--- src/rtl/sine_pkg.sv ---
package sine_pkg;

    typedef enum logic [1:0] {
        PH_IDLE = 2'd0,
        PH_FOLD = 2'd1,
        PH_MUL  = 2'd2
    } phase_e;

    localparam real PI_R = 3.14159265358979323846;

    // Nearest fixed-point code of a real value with the given fractional bits
    function automatic longint fixq(input real v, input int frac);
        return longint'(v * (2.0 ** frac));
    endfunction

endpackage

--- src/rtl/sine_arg_fold.sv ---
module sine_arg_fold
    import sine_pkg::*;
#(
    parameter int ANG_W    = 32,
    parameter int ANG_FRAC = 28,
    parameter int RES_FRAC = 30,
    parameter int IW       = 34
) (
    input  logic signed [ANG_W-1:0] angle,
    input  logic                    cos_sel,
    output logic signed [IW-1:0]    x_fold,
    output logic                    negate,
    output logic                    range_err
);
    localparam int SW = ANG_W + 2;
    localparam int SH = RES_FRAC - ANG_FRAC;
    localparam logic signed [SW-1:0] HQ  = SW'(fixq(PI_R / 2.0, ANG_FRAC));
    localparam logic signed [SW-1:0] PQ  = SW'(fixq(PI_R, ANG_FRAC));
    localparam logic signed [SW-1:0] LIM = PQ + HQ;

    logic signed [SW-1:0] a_d;
    logic signed [SW-1:0] mag_d;
    logic signed [SW-1:0] red_d;
    logic                 neg_in_d;
    logic                 big_d;

    always_comb begin
        a_d       = SW'(angle) + (cos_sel ? HQ : '0);
        neg_in_d  = a_d[SW-1];
        mag_d     = neg_in_d ? -a_d : a_d;
        big_d     = (mag_d > HQ);
        red_d     = big_d ? (mag_d - PQ) : mag_d;
        range_err = (mag_d > LIM);
        negate    = neg_in_d ^ big_d;
        x_fold    = IW'(red_d) <<< SH;
    end

endmodule

--- src/rtl/sine_mul_add.sv ---
module sine_mul_add #(
    parameter int IW   = 34,
    parameter int FRAC = 30
) (
    input  logic signed [IW-1:0] op_a,
    input  logic signed [IW-1:0] op_b,
    input  logic signed [IW-1:0] op_c,
    output logic signed [IW-1:0] sum
);
    localparam int PW = 2 * IW;

    logic signed [PW-1:0] prod_d;

    always_comb begin
        prod_d = PW'(op_a) * PW'(op_b);
        sum    = IW'(prod_d >>> FRAC) + op_c;
    end

endmodule

--- src/rtl/sine_poly_eval.sv ---
module sine_poly_eval
    import sine_pkg::*;
#(
    parameter int ANG_W    = 32,
    parameter int ANG_FRAC = 28,
    parameter int RES_W    = 32,
    parameter int RES_FRAC = 30
) (
    input  logic                    clk,
    input  logic                    rst,
    input  logic                    start,
    input  logic                    cos_sel,
    input  logic signed [ANG_W-1:0] angle,
    output logic                    busy,
    output logic                    done,
    output logic                    range_err,
    output logic signed [RES_W-1:0] result
);
    localparam int IW    = RES_FRAC + 4;
    localparam int DEG   = 7;
    localparam int NCOEF = (DEG + 1) / 2;
    localparam int STEPS = NCOEF + 1;
    localparam int STW   = $clog2(STEPS);

    // Odd Taylor terms, lowest power first
    localparam logic signed [IW-1:0] COEF [NCOEF] = '{
        IW'(fixq(1.0,           RES_FRAC)),
        IW'(fixq(-1.0 / 6.0,    RES_FRAC)),
        IW'(fixq(1.0 / 120.0,   RES_FRAC)),
        IW'(fixq(-1.0 / 5040.0, RES_FRAC))
    };

    localparam logic signed [IW-1:0]    X_LIM   = IW'(fixq(PI_R / 2.0, RES_FRAC)) + IW'(8);
    localparam logic signed [RES_W-1:0] OUT_LIM = RES_W'(fixq(1.0 + 1.0 / 1024.0, RES_FRAC));

    typedef struct packed {
        phase_e                  phase;
        logic [STW-1:0]          step;
        logic signed [ANG_W-1:0] angle;
        logic                    cos_sel;
        logic signed [IW-1:0]    x;
        logic signed [IW-1:0]    x2;
        logic signed [IW-1:0]    acc;
        logic                    neg;
        logic                    busy;
        logic                    done;
        logic                    err;
        logic signed [RES_W-1:0] result;
    } seq_t;

    seq_t seq_d, seq_q;

    logic signed [IW-1:0] fold_x;
    logic                 fold_neg;
    logic                 fold_err;
    logic signed [IW-1:0] mul_a, mul_b, mul_c, mul_y;

    sine_arg_fold #(
        .ANG_W   (ANG_W),
        .ANG_FRAC(ANG_FRAC),
        .RES_FRAC(RES_FRAC),
        .IW      (IW)
    ) u_fold (
        .angle    (seq_q.angle),
        .cos_sel  (seq_q.cos_sel),
        .x_fold   (fold_x),
        .negate   (fold_neg),
        .range_err(fold_err)
    );

    sine_mul_add #(
        .IW  (IW),
        .FRAC(RES_FRAC)
    ) u_mac (
        .op_a(mul_a),
        .op_b(mul_b),
        .op_c(mul_c),
        .sum (mul_y)
    );

    // Operand selection for the shared multiply-add
    always_comb begin
        mul_a = seq_q.acc;
        mul_b = seq_q.x2;
        mul_c = '0;
        if (seq_q.step == STW'(0)) begin
            mul_a = seq_q.x;
            mul_b = seq_q.x;
        end else if (seq_q.step == STW'(1)) begin
            mul_a = COEF[3];
            mul_c = COEF[2];
        end else if (seq_q.step == STW'(2)) begin
            mul_c = COEF[1];
        end else if (seq_q.step == STW'(3)) begin
            mul_c = COEF[0];
        end else begin
            mul_b = seq_q.x;
        end
    end

    // Next-state computation
    always_comb begin
        seq_d      = seq_q;
        seq_d.done = 1'b0;
        case (seq_q.phase)
            PH_IDLE: begin
                if (start) begin
                    seq_d.phase   = PH_FOLD;
                    seq_d.angle   = angle;
                    seq_d.cos_sel = cos_sel;
                    seq_d.busy    = 1'b1;
                    seq_d.step    = '0;
                end
            end
            PH_FOLD: begin
                if (fold_err) begin
                    seq_d.phase  = PH_IDLE;
                    seq_d.result = '0;
                    seq_d.err    = 1'b1;
                    seq_d.done   = 1'b1;
                    seq_d.busy   = 1'b0;
                end else begin
                    seq_d.phase = PH_MUL;
                    seq_d.x     = fold_x;
                    seq_d.neg   = fold_neg;
                    seq_d.step  = '0;
                end
            end
            PH_MUL: begin
                seq_d.step = seq_q.step + STW'(1);
                if (seq_q.step == STW'(0)) begin
                    seq_d.x2 = mul_y;
                end else begin
                    seq_d.acc = mul_y;
                end
                if (seq_q.step == STW'(STEPS - 1)) begin
                    seq_d.phase  = PH_IDLE;
                    seq_d.result = seq_q.neg ? -RES_W'(mul_y) : RES_W'(mul_y);
                    seq_d.err    = 1'b0;
                    seq_d.done   = 1'b1;
                    seq_d.busy   = 1'b0;
                end
            end
            default: begin
                seq_d = '0;
            end
        endcase
    end

    always_ff @(posedge clk) begin
        if (rst) begin
            seq_q <= '0;
        end else begin
            seq_q <= seq_d;
        end
    end

    assign busy      = seq_q.busy;
    assign done      = seq_q.done;
    assign range_err = seq_q.err;
    assign result    = seq_q.result;

    // Checks on the sequencer and the fold output
    assert_accept_start_R2: assert property (@(posedge clk) disable iff (rst)
        (start && !busy) |=> busy);
    assert_done_not_busy_R2: assert property (@(posedge clk) disable iff (rst)
        done |-> !busy);
    assert_rise_needs_start_R9: assert property (@(posedge clk) disable iff (rst)
        $rose(busy) |-> ($past(start) && !$past(busy)));
    assert_done_pulse_R8: assert property (@(posedge clk) disable iff (rst)
        done |=> !done);
    assert_hold_outputs_R8: assert property (@(posedge clk) disable iff (rst)
        !done |-> ($stable(result) && $stable(range_err)));
    assert_err_zero_R7: assert property (@(posedge clk) disable iff (rst)
        (done && range_err) |-> (result == '0));
    assert_fold_range_R5: assert property (@(posedge clk) disable iff (rst)
        (seq_q.phase == PH_MUL && seq_q.step == STW'(0)) |->
        (seq_q.x <= X_LIM && seq_q.x >= -X_LIM));
    assert_unit_bound_R3: assert property (@(posedge clk) disable iff (rst)
        (done && !range_err) |-> (result <= OUT_LIM && result >= -OUT_LIM));

endmodule

--- config.mk ---
export PLATFORM = sky130hd
export DESIGN_NAME = sine_poly_eval
export DESIGN_NICKNAME = d
export VERILOG_FILES = /design/src/rtl/sine_pkg.sv /design/src/rtl/sine_arg_fold.sv /design/src/rtl/sine_mul_add.sv /design/src/rtl/sine_poly_eval.sv
export SDC_FILE = /design/constraint.sdc
export NUM_CORES = 2
export LEC_CHECK = 0
export BUFFER_PORTS_ARGS = -buffer_cell sky130_fd_sc_hd__buf_2
export CAP_MARGIN = 20
export CORE_AREA = 2 2 337 405
export DETAILED_ROUTE_END_ITERATION = 10
export DIE_AREA = 0 0 339 407
export RECOVER_POWER = 50
export SYNTH_ARGS = -nofsm -noshare
export SYNTH_HDL_FRONTEND = slang
export SYNTH_HIERARCHICAL = 1
export SYNTH_SLANG_ARGS = --single-unit
--- constraint.sdc ---
create_clock -name clk -period 10.55 [get_ports clk]
set_input_delay 2.11 -clock clk [delete_from_list [all_inputs] [get_ports clk]]
set_output_delay 2.11 -clock clk [all_outputs]
set_load 0.005 [all_outputs]
==> run metrics <==
floorplan row count ~150; wire length on met1 67500 microns; Max Clk Rate roughly 87 MHz; distinct cell type count after synthesis 101; final worst slack -0.941 ns; Leak between 20 and 30 nW; via count of the first global-routing pass between 40000 and 50000; final number of setup-violating endpoints 66; HPWL after detailed placement about 130000 microns; min cycle time layout roughly 11 ns; average cell area after synthesis between 8 and 9 sq um; total overflow reported by the global router 0; critical path's largest stage delay approximately 0.54 ns; GRT Resource Usage Total approximately a quarter; layout overhead on the synthesized area 18.6%; initial drt markers 2847; wire length of the first global-routing pass ~260000 microns; post-placement cell area 59500 sq um; wire length after detailed routing 158000 microns; maxcap violations 1; headroom to the max-slew limit -189%; met2 wire length just under 80000 microns; count of input and output buffers 70; start-to-end type of the worst setup path flop to flop; worst hold-check slack between 0.4 and 0.5 ns; detailed-route via count roughly 43000; simple-gate portion of the synthesized area 17.6%; Total Die Area roughly 140000 sq um; result of the run finished with violations; final std cell area, no fill 63200 sq um; violations in the final reports capacitance limit, slew limit, setup timing; WP data arrival 11.84 ns; placeable core area roughly 130000 sq um; top layer used by detailed routing met4; share of synthesized area occupied by flip-flops and latches 6.62%; post-layout net count just under 8000; multiplexer share of the synthesized area 0.876%; slew at the pin with the worst max-slew slack 4.33 ns; count of boundary I/O pins between 70 and 80; CP Max Fanout 6; maximum root-to-sink buffer count 2; fraction of synthesis flops using an asynchronous set or reset pin 0%; synthesized area between 50000 and 60000 sq um; worst clock skew around 0.012 ns; final worst path period share 109%; classification of the worst-slack hold path flop to flop; root buf cell sky130_fd_sc_hd__clkbuf_16; setup repair after global routing missed its margin true; Compound-Gate Fraction of Synth Area 9.28%; dominant combinational cell family by area after synthesis adder cells; remaining antenna violation count 0; DIE HEIGHT around 410 microns; share of layout cells above drive strength 1 between 10% and 20%; power density over cell area between 60 and 70 nW/um^2; worst path bufs/invs 14; library cell contributing the largest single delay on the critical path sky130_fd_sc_hd__fa_1; DRC violation count after routing 0; number of pins exceeding their max-slew limit in the final report 80; required time at the endpoint of the critical path approximately 11 ns; RD Place Congestion 0.916; critical path's top delay family adder cells; routed via count divided by cell count roughly 5.2; count of antenna diodes in the layout 0; worst skew pair latency 0.46 ns; Final Hold Vio Count 0; number of enable flip-flop cells after synthesis 0; detailed route wirelength on metal3 7270 microns; number of H-tree levels 4; largest net degree at the start of global routing 80; sort of element at the end of the critical path flop; fraction of synthesized cell area in xor and xnor cells under 10%; number of antenna violations at the first check in global routing 5; type of origin of the critical path flop; Tot Pwr ~4.1 mW; TritonCTS Buffers 17; DR WL/cell between 15 and 20 microns; IR Drop Worst-Case VDD roughly 0.088 mV; share of synthesized cell area in full adder, half adder and majority cells 50.8%; number of buffers added to fix hold violations after cts 0; TritonCTS clock tree done; Horiz. Die Dim around 340 microns; cell mode on critical path sky130_fd_sc_hd__fa_1; starting utilization of the core area 39.8%; dominant synthesized flop cell sky130_fd_sc_hd__dfxtp_1; #FFs+latches synth 176; CTS clock-pin slew for the worst setup and hold paths around 0.07 ns; Syn Inst Count between 6000 and 7000; clock tree sinks 176; total of warnings raised by yosys 6; First-pass DRT Iterations 6
[Yosys cell counts (all sizes together), types with 7 or more instances]
library cell / count / area, sq um
o22a: 28 / 245
buf: 79 / 495
and2: 538 / 3370
and4: 12 / 105
clkbuf: 304 / 1140
a21oi: 238 / 1220
o31ai: 22 / 165
a22oi: 41 / 308
nor4: 17 / 164
a41oi: 7 / 87.6
o41ai: 10 / 133
nor2b: 12 / 75.1
mux2: 37 / 417
a31oi: 24 / 156
fa: 1192 / 23900
o2bb2ai: 32 / 280
a21o: 65 / 488
nor3b: 7 / 52.6
inv: 1180 / 4430
o211ai: 17 / 128
xor2: 78 / 683
a22o: 8 / 70.1
xnor2: 125 / 1090
a211oi: 25 / 208
nor2: 166 / 626
nand2: 800 / 3000
o21bai: 17 / 128
dfxtp: 176 / 3520
a211o: 11 / 96.3
or2: 10 / 62.6
nand2b: 34 / 213
nand3: 155 / 781
o221ai: 7 / 61.3
a221oi: 10 / 93.8
and3: 20 / 125
o21a: 17 / 135
or3: 13 / 81.3
or4: 11 / 90.1
nor3: 49 / 265
o21ai: 78 / 398
nand4: 37 / 253
ha: 257 / 3220
[power by group]
part	leakage, nW	internal, mW	switching, mW	total [mW]
registers	1.43	0.696	0.0432	0.739
logic	27.7	1.03	1.69	2.72
clock network	0.291	0.369	0.309	0.679
total	29.4	2.09	2.04	4.13
[routing by layer]
metal  vias to the layer above  track usage [%]
li1                      19300                -
met1                     22100             31.3
met2                      1168             40.9
met3                       208             1.66
met4                         0             6.34
met5                         -                0
[sequential cells by signal, summed over array words and instances (netlist names)]
name / flops
busy: 1
done: 1
seq_q: 141
result: 32
range_err: 1
[through the flow]
| step | utilization, % | setup WS [ns] | TNS (ns) | instances |
|---|---|---|---|---|
| after floorplan | - | -0.316 | -0.952 | 6051 |
| after global placement | 44.5 | -1.34 | -51.25 | 8135 |
| after detailed placement | 44.5 | -1.49 | -58.09 | 8135 |
| after CTS | 46.4 | -0.947 | -24.02 | 8230 |
| after global routing | 47.3 | -1.33 | -56.75 | 8253 |
| final | 47.3 | -0.941 | -30.98 | 8253 |
[worst reg2reg max path, delay by kind of cell (launching register included)]
kind / cells / cell delay (ns)
AOI/OAI and AO/OA: 16 / 3.22
xor gates and xnor gates: 3 / 0.37
adders and majority gates: 11 / 4.75
buffers and inverters: 14 / 1.38
DFF: 1 / 0.39
muxes: 1 / 0.34
and+or+nand+nor: 6 / 0.92
[cell usage in the layout (no fill, tap or decap), types with 14 or more instances in the layout]
master / instances
sky130_fd_sc_hd__nor3_1: 40
sky130_fd_sc_hd__mux2_4: 24
sky130_fd_sc_hd__buf_12: 46
sky130_fd_sc_hd__xnor2_1: 104
sky130_fd_sc_hd__buf_6: 50
sky130_fd_sc_hd__a211oi_1: 18
sky130_fd_sc_hd__nand3_1: 117
sky130_fd_sc_hd__and3_1: 15
sky130_fd_sc_hd__fa_1: 1176
sky130_fd_sc_hd__nand2_1: 788
sky130_fd_sc_hd__a22oi_1: 39
sky130_fd_sc_hd__nor2_1: 157
sky130_fd_sc_hd__ha_4: 21
sky130_fd_sc_hd__o211ai_1: 17
sky130_fd_sc_hd__inv_2: 31
sky130_fd_sc_hd__dfxtp_1: 173
sky130_fd_sc_hd__a21oi_2: 59
sky130_fd_sc_hd__buf_2: 50
sky130_fd_sc_hd__xor2_1: 64
sky130_fd_sc_hd__o21ai_2: 21
sky130_fd_sc_hd__o22a_1: 27
sky130_fd_sc_hd__nand2b_1: 32
sky130_fd_sc_hd__ha_1: 224
sky130_fd_sc_hd__o21ai_0: 42
sky130_fd_sc_hd__clkbuf_1: 22
sky130_fd_sc_hd__nand4_1: 35
sky130_fd_sc_hd__a31oi_1: 18
sky130_fd_sc_hd__nand3_2: 32
sky130_fd_sc_hd__mux2_2: 14
sky130_fd_sc_hd__a21oi_1: 172
sky130_fd_sc_hd__o2bb2ai_1: 31
sky130_fd_sc_hd__a21o_1: 65
sky130_fd_sc_hd__inv_1: 1146
sky130_fd_sc_hd__fa_2: 16
sky130_fd_sc_hd__and2_1: 526
sky130_fd_sc_hd__buf_4: 586
sky130_fd_sc_hd__xnor2_2: 18
sky130_fd_sc_hd__o21a_1: 15
sky130_fd_sc_hd__clkbuf_16: 17
[repair_timing]
action                                  CTS  global route
setup buffers                            72            34
hold endpoints to repair                  0             0
endpoints found under the setup margin   81            83
gates resized for setup                 300           194
gates cloned                              3             0
pin swaps                               190           104
[path summary, 6_finish.rpt]
path                           start                      end  slack, ns  cells after the start
min          seq_q[151]$_SDFFE_PP0P_  seq_q[151]$_SDFFE_PP0P_       0.46                      2
max          seq_q[172]$_SDFFE_PP0P_  result[30]$_SDFFE_PP0P_      -0.94                     51
min reg2reg  seq_q[151]$_SDFFE_PP0P_  seq_q[151]$_SDFFE_PP0P_       0.46                      2
max reg2reg  seq_q[172]$_SDFFE_PP0P_  result[30]$_SDFFE_PP0P_      -0.94                     51
[cell families after synthesis]
group           count (synthesis)
compound gates                713
buf+inv                      1564
simple gates                 1892
mux                            42
other cells                     2
fa+ha+maj                    1449
xor+xnor                      204
flops                         176
[layout make-up]
class / instances / area, sq um
clock buffers: 21 / 460
clock inverters: 11 / 149
fillers: 12700 / 70500
inverters: 1181 / 4440
multi-input cells: 4313 / 46000
flip-flops and latches: 176 / 3530
well taps: 1788 / 2240
repair buffers: 763 / 6400
Note: power is estimated with default switching activity, not from simulation.
